<file path="config.mk">
export PLATFORM = sky130hd
export DESIGN_NAME = boot_sequencer
export DESIGN_NICKNAME = d
export VERILOG_FILES = /design/src/rtl/boot_seq_pkg.sv /design/src/rtl/bs_sync.sv /design/src/rtl/bs_cfg_capture.sv /design/src/rtl/bs_seq_fsm.sv /design/src/rtl/bs_cmd_drive.sv /design/src/rtl/boot_sequencer.sv
export SDC_FILE = /design/constraint.sdc
export NUM_CORES = 1
export LEC_CHECK = 0
export BUFFER_PORTS_ARGS = -buffer_cell sky130_fd_sc_hd__buf_4
export CORE_UTILIZATION = 46
export CTS_CLUSTER_SIZE = 10
export DETAILED_ROUTE_END_ITERATION = 8
export PLACE_DENSITY = 0.76
export REMOVE_ABC_BUFFERS = 1
export SETUP_SLACK_MARGIN = 0.15
export SYNTH_ARGS = -nofsm -noshare
export SYNTH_HDL_FRONTEND = slang
export SYNTH_HIERARCHICAL = 1
export SYNTH_SLANG_ARGS = --single-unit
</file>
<file path="constraint.sdc">
create_clock -name clk -period 2.5 [get_ports clk]
set_input_delay 0.625 -clock clk [delete_from_list [all_inputs] [get_ports clk]]
set_output_delay 0.625 -clock clk [all_outputs]
set_load 0.02 [all_outputs]
</file>
<file path="src/rtl/boot_seq_pkg.sv">
`timescale 1ns/1ps
package boot_seq_pkg;

    typedef enum logic [1:0] {
        SEQ_SETTLE = 2'd0,
        SEQ_CFR    = 2'd1,
        SEQ_IDLE   = 2'd2,
        SEQ_RUN    = 2'd3
    } seq_state_e;

    // Output-enable bit positions
    localparam int OE_DATA      = 0;
    localparam int OE_CHECK     = 1;
    localparam int OE_ADDR_CLK  = 2;
    localparam int OE_SROM_CLK  = 3;
    localparam int OE_SROM_EN   = 4;
    localparam int OE_TEST_STAT = 5;
    localparam int OE_COUNT     = 6;

    // Enables that come on as soon as the external clocks start
    localparam logic [OE_COUNT-1:0] OE_EARLY_MASK = OE_COUNT'(1) << OE_ADDR_CLK;

endpackage

</file>
<file path="src/rtl/bs_sync.sv">
`timescale 1ns/1ps
module bs_sync #(
    parameter int WIDTH  = 1,
    parameter int STAGES = 2
) (
    input  logic             clk,
    input  logic [WIDTH-1:0] async_i,
    output logic [WIDTH-1:0] sync_o
);
    logic [STAGES-1:0][WIDTH-1:0] stg_d;
    logic [STAGES-1:0][WIDTH-1:0] stg_q;

    assign stg_d[0] = async_i;

    for (genvar g = 1; g < STAGES; g++) begin : g_stage
        assign stg_d[g] = stg_q[g-1];
    end

    always_ff @(posedge clk) begin
        stg_q <= stg_d;
    end

    assign sync_o = stg_q[STAGES-1];
endmodule

</file>
<file path="src/rtl/bs_cfg_capture.sv">
`timescale 1ns/1ps
module bs_cfg_capture #(
    parameter int DIV_W = 4
) (
    input  logic             clk,
    input  logic             pg_s,
    input  logic [DIV_W-1:0] strap_i,
    output logic [DIV_W-1:0] div_o,
    output logic             cp_en_o
);
    typedef struct packed {
        logic [DIV_W-1:0] div;
        logic             pg_prev;
        logic             cp_en;
    } cfg_t;

    cfg_t c_d, c_q;

    always_comb begin
        c_d         = c_q;
        c_d.pg_prev = pg_s;
        c_d.cp_en   = pg_s;
        if (pg_s && !c_q.pg_prev) begin
            c_d.div = strap_i;
        end
    end

    always_ff @(posedge clk) begin
        c_q <= c_d;
    end

    assign div_o   = c_q.div;
    assign cp_en_o = c_q.cp_en;
endmodule

</file>
<file path="src/rtl/bs_seq_fsm.sv">
`timescale 1ns/1ps
module bs_seq_fsm
    import boot_seq_pkg::*;
#(
    parameter int RUN_DELAY = 8
) (
    input  logic                clk,
    input  logic                rst_s,
    input  logic                pg_s,
    input  logic                cfr_s,
    output seq_state_e          state_q_o,
    output seq_state_e          state_d_o,
    output logic [OE_COUNT-1:0] pad_oe_o
);
    localparam int CNT_W = (RUN_DELAY > 1) ? $clog2(RUN_DELAY) : 1;
    localparam logic [CNT_W-1:0] CNT_LAST = CNT_W'(RUN_DELAY - 1);

    typedef struct packed {
        seq_state_e          state;
        logic [CNT_W-1:0]    cnt;
        logic                cfr_seen;
        logic [OE_COUNT-1:0] oe;
    } fsm_t;

    fsm_t s_d, s_q;

    always_comb begin
        s_d = s_q;
        if (rst_s || !pg_s) begin
            s_d.state    = SEQ_SETTLE;
            s_d.cnt      = '0;
            s_d.cfr_seen = 1'b0;
        end else begin
            unique case (s_q.state)
                SEQ_SETTLE: begin
                    s_d.state = SEQ_CFR;
                end
                SEQ_CFR: begin
                    s_d.cfr_seen = s_q.cfr_seen | cfr_s;
                    if (s_q.cfr_seen && !cfr_s) begin
                        s_d.state    = SEQ_IDLE;
                        s_d.cnt      = '0;
                        s_d.cfr_seen = 1'b0;
                    end
                end
                SEQ_IDLE: begin
                    if (s_q.cnt == CNT_LAST) begin
                        s_d.state = SEQ_RUN;
                    end else begin
                        s_d.cnt = s_q.cnt + 1'b1;
                    end
                end
                default: begin
                    s_d.state = SEQ_RUN;
                end
            endcase
        end

        for (int i = 0; i < OE_COUNT; i++) begin
            s_d.oe[i] = (s_d.state == SEQ_RUN) ||
                        (OE_EARLY_MASK[i] && (s_d.state == SEQ_IDLE));
        end
    end

    always_ff @(posedge clk) begin
        s_q <= s_d;
    end

    assign state_q_o = s_q.state;
    assign state_d_o = s_d.state;
    assign pad_oe_o  = s_q.oe;
endmodule

</file>
<file path="src/rtl/bs_cmd_drive.sv">
`timescale 1ns/1ps
module bs_cmd_drive
    import boot_seq_pkg::*;
#(
    parameter int               CMD_W      = 15,
    parameter logic [CMD_W-1:0] NZNOP_CODE = 15'h2A55,
    parameter logic [CMD_W-1:0] NOP_CODE   = 15'h7FFF
) (
    input  logic             clk,
    input  logic             rst_s,
    input  logic             pg_s,
    input  seq_state_e       state_d_i,
    output logic [CMD_W-1:0] cmd_o,
    output logic             known_o
);
    typedef struct packed {
        logic [CMD_W-1:0] cmd;
        logic             known;
        logic             pwrup;
    } cmd_t;

    cmd_t c_d, c_q;

    always_comb begin
        c_d = c_q;
        // Reset kind: power-up when power is not yet good
        if (rst_s && !pg_s) begin
            c_d.pwrup = 1'b1;
        end else if (state_d_i == SEQ_RUN) begin
            c_d.pwrup = 1'b0;
        end

        if (rst_s && c_d.pwrup) begin
            c_d.known = 1'b0;
        end else if (state_d_i == SEQ_IDLE) begin
            c_d.cmd   = NZNOP_CODE;
            c_d.known = 1'b1;
        end else if (state_d_i == SEQ_RUN) begin
            c_d.cmd   = NOP_CODE;
            c_d.known = 1'b1;
        end
    end

    always_ff @(posedge clk) begin
        c_q <= c_d;
    end

    assign cmd_o   = c_q.cmd;
    assign known_o = c_q.known;
endmodule

</file>
<file path="src/rtl/boot_sequencer.sv">
`timescale 1ns/1ps
module boot_sequencer
    import boot_seq_pkg::*;
#(
    parameter int               DIV_W       = 4,
    parameter int               CMD_W       = 15,
    parameter int               SYNC_STAGES = 2,
    parameter int               RUN_DELAY   = 8,
    parameter logic [CMD_W-1:0] NZNOP_CODE  = 15'h2A55,
    parameter logic [CMD_W-1:0] NOP_CODE    = 15'h7FFF
) (
    input  logic                clk,
    input  logic                rst_in_n,
    input  logic                pwr_good_i,
    input  logic                clk_fwd_rst_i,
    input  logic [DIV_W-1:0]    strap_i,
    output logic [DIV_W-1:0]    clk_div_o,
    output logic                cp_en_o,
    output logic [OE_COUNT-1:0] pad_oe_o,
    output logic [CMD_W-1:0]    cmd_o,
    output logic                cmd_known_o,
    output logic [1:0]          seq_state_o
);
    localparam int N_ASYNC = 3;

    logic [N_ASYNC-1:0] async_vec;
    logic [N_ASYNC-1:0] sync_vec;
    logic               rst_s;
    logic               pg_s;
    logic               cfr_s;
    seq_state_e         st_q;
    seq_state_e         st_d;

    assign async_vec = {clk_fwd_rst_i, pwr_good_i, ~rst_in_n};
    assign rst_s     = sync_vec[0];
    assign pg_s      = sync_vec[1];
    assign cfr_s     = sync_vec[2];

    bs_sync #(
        .WIDTH  (N_ASYNC),
        .STAGES (SYNC_STAGES)
    ) u_sync (
        .clk     (clk),
        .async_i (async_vec),
        .sync_o  (sync_vec)
    );

    bs_cfg_capture #(
        .DIV_W (DIV_W)
    ) u_cfg (
        .clk     (clk),
        .pg_s    (pg_s),
        .strap_i (strap_i),
        .div_o   (clk_div_o),
        .cp_en_o (cp_en_o)
    );

    bs_seq_fsm #(
        .RUN_DELAY (RUN_DELAY)
    ) u_fsm (
        .clk       (clk),
        .rst_s     (rst_s),
        .pg_s      (pg_s),
        .cfr_s     (cfr_s),
        .state_q_o (st_q),
        .state_d_o (st_d),
        .pad_oe_o  (pad_oe_o)
    );

    bs_cmd_drive #(
        .CMD_W      (CMD_W),
        .NZNOP_CODE (NZNOP_CODE),
        .NOP_CODE   (NOP_CODE)
    ) u_cmd (
        .clk       (clk),
        .rst_s     (rst_s),
        .pg_s      (pg_s),
        .state_d_i (st_d),
        .cmd_o     (cmd_o),
        .known_o   (cmd_known_o)
    );

    assign seq_state_o = st_q;
endmodule

</file>
==> impl_metrics.tcl <==
set metrics [dict create \
    rsz0062_at_grt "no" \
    maxCapViolCount 0 \
    design_area_um2 1069 \
    slowest_stage "or3b_1" \
    avgRoutedWirePerCell_um 9.544 \
    async_reset_ff_share_pct 0 \
    synth-edff-count 5 \
    cts_inserted_buffers 3 \
    start_util_pct 51.20 \
    dieHeight_um 47.02 \
    synthTopCellsByArea "dfxtp_1 (37%), buf_4 (20%), edfxtp_1 (16%), mux2i_1 (4.3%), nand2_1 (3.2%)" \
    netlist_instances 86 \
    cp.required_ps 2560 \
    die_w_um 47.02 \
    arrival_ps 1870 \
    drt_iter0_drc 12 \
    insertion_delay_ps 300 \
    drt_wl_total_mm 1.193 \
    grt_overflow_total 0 \
    grt_usage_pct 12.93 \
    yosysWarningCount 6 \
    min_period_ps 1805 \
    finalHoldViolations 0 \
    row_count 15 \
    clock_path_buffers 2 \
    setup_tns_ps 0 \
    end_kind "register" \
    whs_path_depth 0 \
    ys_ff_latch 22 \
    grt_pass1_wl_mm 1.938 \
    start_kind "register" \
    areaGrowthSynthToFinish_pct 14.63 \
    antenna_found_initial 0 \
    cts_resized 0 \
    hold_path_class "register to register" \
    critPathKind "register to register" \
    hpwl_um 940.9 \
    drt_pass1_iterations 4 \
    cp_num_buf_inv 1 \
    cts_setup_buffers 0 \
    cp.depth 7 \
    fmax_ghz 0.5541 \
    fin_crit_sh_pct 72.19 \
    combPwrFrac_pct 6.0 \
    power_frac_seq_pct 55.7 \
    synth_top_area_share_pct 36.51 \
    crit_fanout 4 \
    ir_worst_vdd_uv 312.3 \
    portBuffers 29 \
    place_area_um2 1016 \
    yosysTopAreaCell "dfxtp_1" \
    cpPeakStageDelay_ps 370 \
    final_layout_size_suffix_gt1_share_pct 37.00 \
    cp_top_family "simple AND/OR/NAND/NOR gates" \
    drc_errors 0 \
    p_sw_mw 0.1307 \
    power_frac_clock_pct 38.4 \
    ios 37 \
    status "finished clean" \
    viasPerCell 4.568 \
    worst_clock_skew_ps 6.393 \
    syn_avg_cell_area_um2 10.84 \
    grt_max_degree 14 \
    ys_types 20 \
    globalplace.congestion 0.7223 \
    antenna_cells 0 \
    clkTransAtPathRegs_ps 110 \
    root_buffer "clkbuf_4" \
    htree_levels 1 \
    leakagePower_nw 0.4802 \
    setup_viol 0 \
    rr_worst_depth 7 \
    final_nets 111 \
    synth.most_common_cell "buf_4" \
    switching_share_pct 19.13 \
    cts_sinks 22 \
    syn_area_um2 932.1 \
    cts_tree "built" \
    synth_flop_cell "dfxtp_1" \
    p_int_mw 0.5526 \
    p_per_area_nw_per_um2 639.4 \
    slew_violations 0 \
    via_count 571 \
    postCtsHoldBufs 0 \
    synth_common_cells "buf_4 (25), dfxtp_1 (17), nand2_1 (8), nor2_1 (6), edfxtp_1 (5)" \
    path_cells "ha_1 > ha_1 > or3b_1 > o31ai_2 > nor2_1 > inv_1 > a311oi_1" \
    crit_top_cell "ha_1" \
    die_area_um2 2210 \
    seq_area_frac_synth_pct 52.62 \
    core_um2 1821 \
    postRouteAntennaNets 0 \
    grt_pass1_vias 501 \
]
[area by class of cell]
cell class / count / area [um^2]
inverter: 4 / 15.01
multi-input combinational: 41 / 261.5
fill: 161 / 752.0
clock inverter: 1 / 30.03
sequential: 22 / 490.5
timing repair buffer: 29 / 217.7
tap: 25 / 31.28
clock buffer: 3 / 22.52
[routing by layer]
| metal | GRT usage (%) | vias up | wire, um |
|---|---|---|---|
| li1 | - | 277 | - |
| met1 | 14.63 | 258 | 462 |
| met2 | 20.28 | 30 | 604 |
| met3 | 3.462 | 6 | 87 |
| met4 | 10.86 | 0 | 38 |
| met5 | 0 | - | 0 |
[cell families (layout without fill, tap and decap cells)]
group / after synthesis / in the layout / synth area share, %
AND/OR/NAND/NOR: 22 / 22 / 13.02
buffers and inverters: 29 / 37 / 21.74
other: 1 / 7 / 0.4023
AO/OA/AOI/OAI: 6 / 6 / 5.235
multiplexers: 4 / 4 / 4.295
flip-flops: 22 / 22 / 52.62
adder cells (fa/ha/maj): 2 / 2 / 2.684
[path summary, 6_finish.rpt]
| path | startpoint | endpoint | slack (ps) |
|---|---|---|---|
| worst min register to register | u_sync/stg_d[5] | u_sync/sync_o[2] | 340 |
| worst max-delay path | u_fsm/s_q[7] | u_cmd/cmd_o[12] | 700 |
| worst min-delay path | u_sync/stg_d[5] | u_sync/sync_o[2] | 340 |
| worst max register to register | u_fsm/s_q[7] | u_cmd/cmd_o[12] | 700 |
[power by group through the flow]
stage	sequential [mW]	clock (mW)	combinational, mW
CTS	0.380	0.271	0.0409
global placement	0.388	0	0.0401
finish	0.380	0.262	0.0409
floorplan	0.393	0	0.0186
global route	0.382	0.285	0.0447
detailed placement	0.388	0	0.0408
[sequential cells by signal, indices dropped and copies added, names as in the netlist]
register and cells:
u_cmd/c_q 1, u_sync/sync_o 3, u_sync/stg_d 3, u_cmd/cmd_o 1, u_fsm/s_q 4, u_cfg/div_o 4
u_fsm/state_q_o 2, u_fsm/pad_oe_o 2, u_cfg/cp_en_o 1, u_cmd/known_o 1
[placed cells by master, fill, tap and decap left out, drive strengths merged]
cell    netlist  routed
buf          25      29
nor2          6       6
nand2b        2       2
inv           4       4
ha            2       2
clkbuf        0       3
and4bb        1       1
nor2b         3       3
a311oi        2       2
and2b         1       1
mux2i         4       4
o21ai         1       1
edfxtp        5       5
nand2         8       8
a31oi         1       1
conb          1       7
a21o          1       1
bufinv        0       1
or3b          1       1
o31ai         1       1
dfxtp        17      17
[through the flow]
stage | hold slack [ps] | instances | power (mW) | utilization, % | worst slack [ps]
4_1_cts | 343.0 | 125 | 0.6925 | 58.69 | 694.6
3_3_place_gp | 311.0 | 121 | 0.4281 | 55.81 | 799.8
2_1_floorplan | 309.6 | 67 | 0.4113 | - | 607.7
3_5_place_dp | 313.6 | 121 | 0.4291 | 55.81 | 717.8
5_1_grt | 352.2 | 125 | 0.7115 | 58.69 | 591.9
6_report | 340.4 | 125 | 0.6832 | 58.69 | 695.3
[worst reg2reg max path: cells and delay by family, from the launching register on]
family	cells	cell delay, ps
simple gates	2	520
fa+ha+maj	2	380
flops	1	340
compound gates	2	240
buf+inv	1	100
Power figures use the tool's default switching activity.
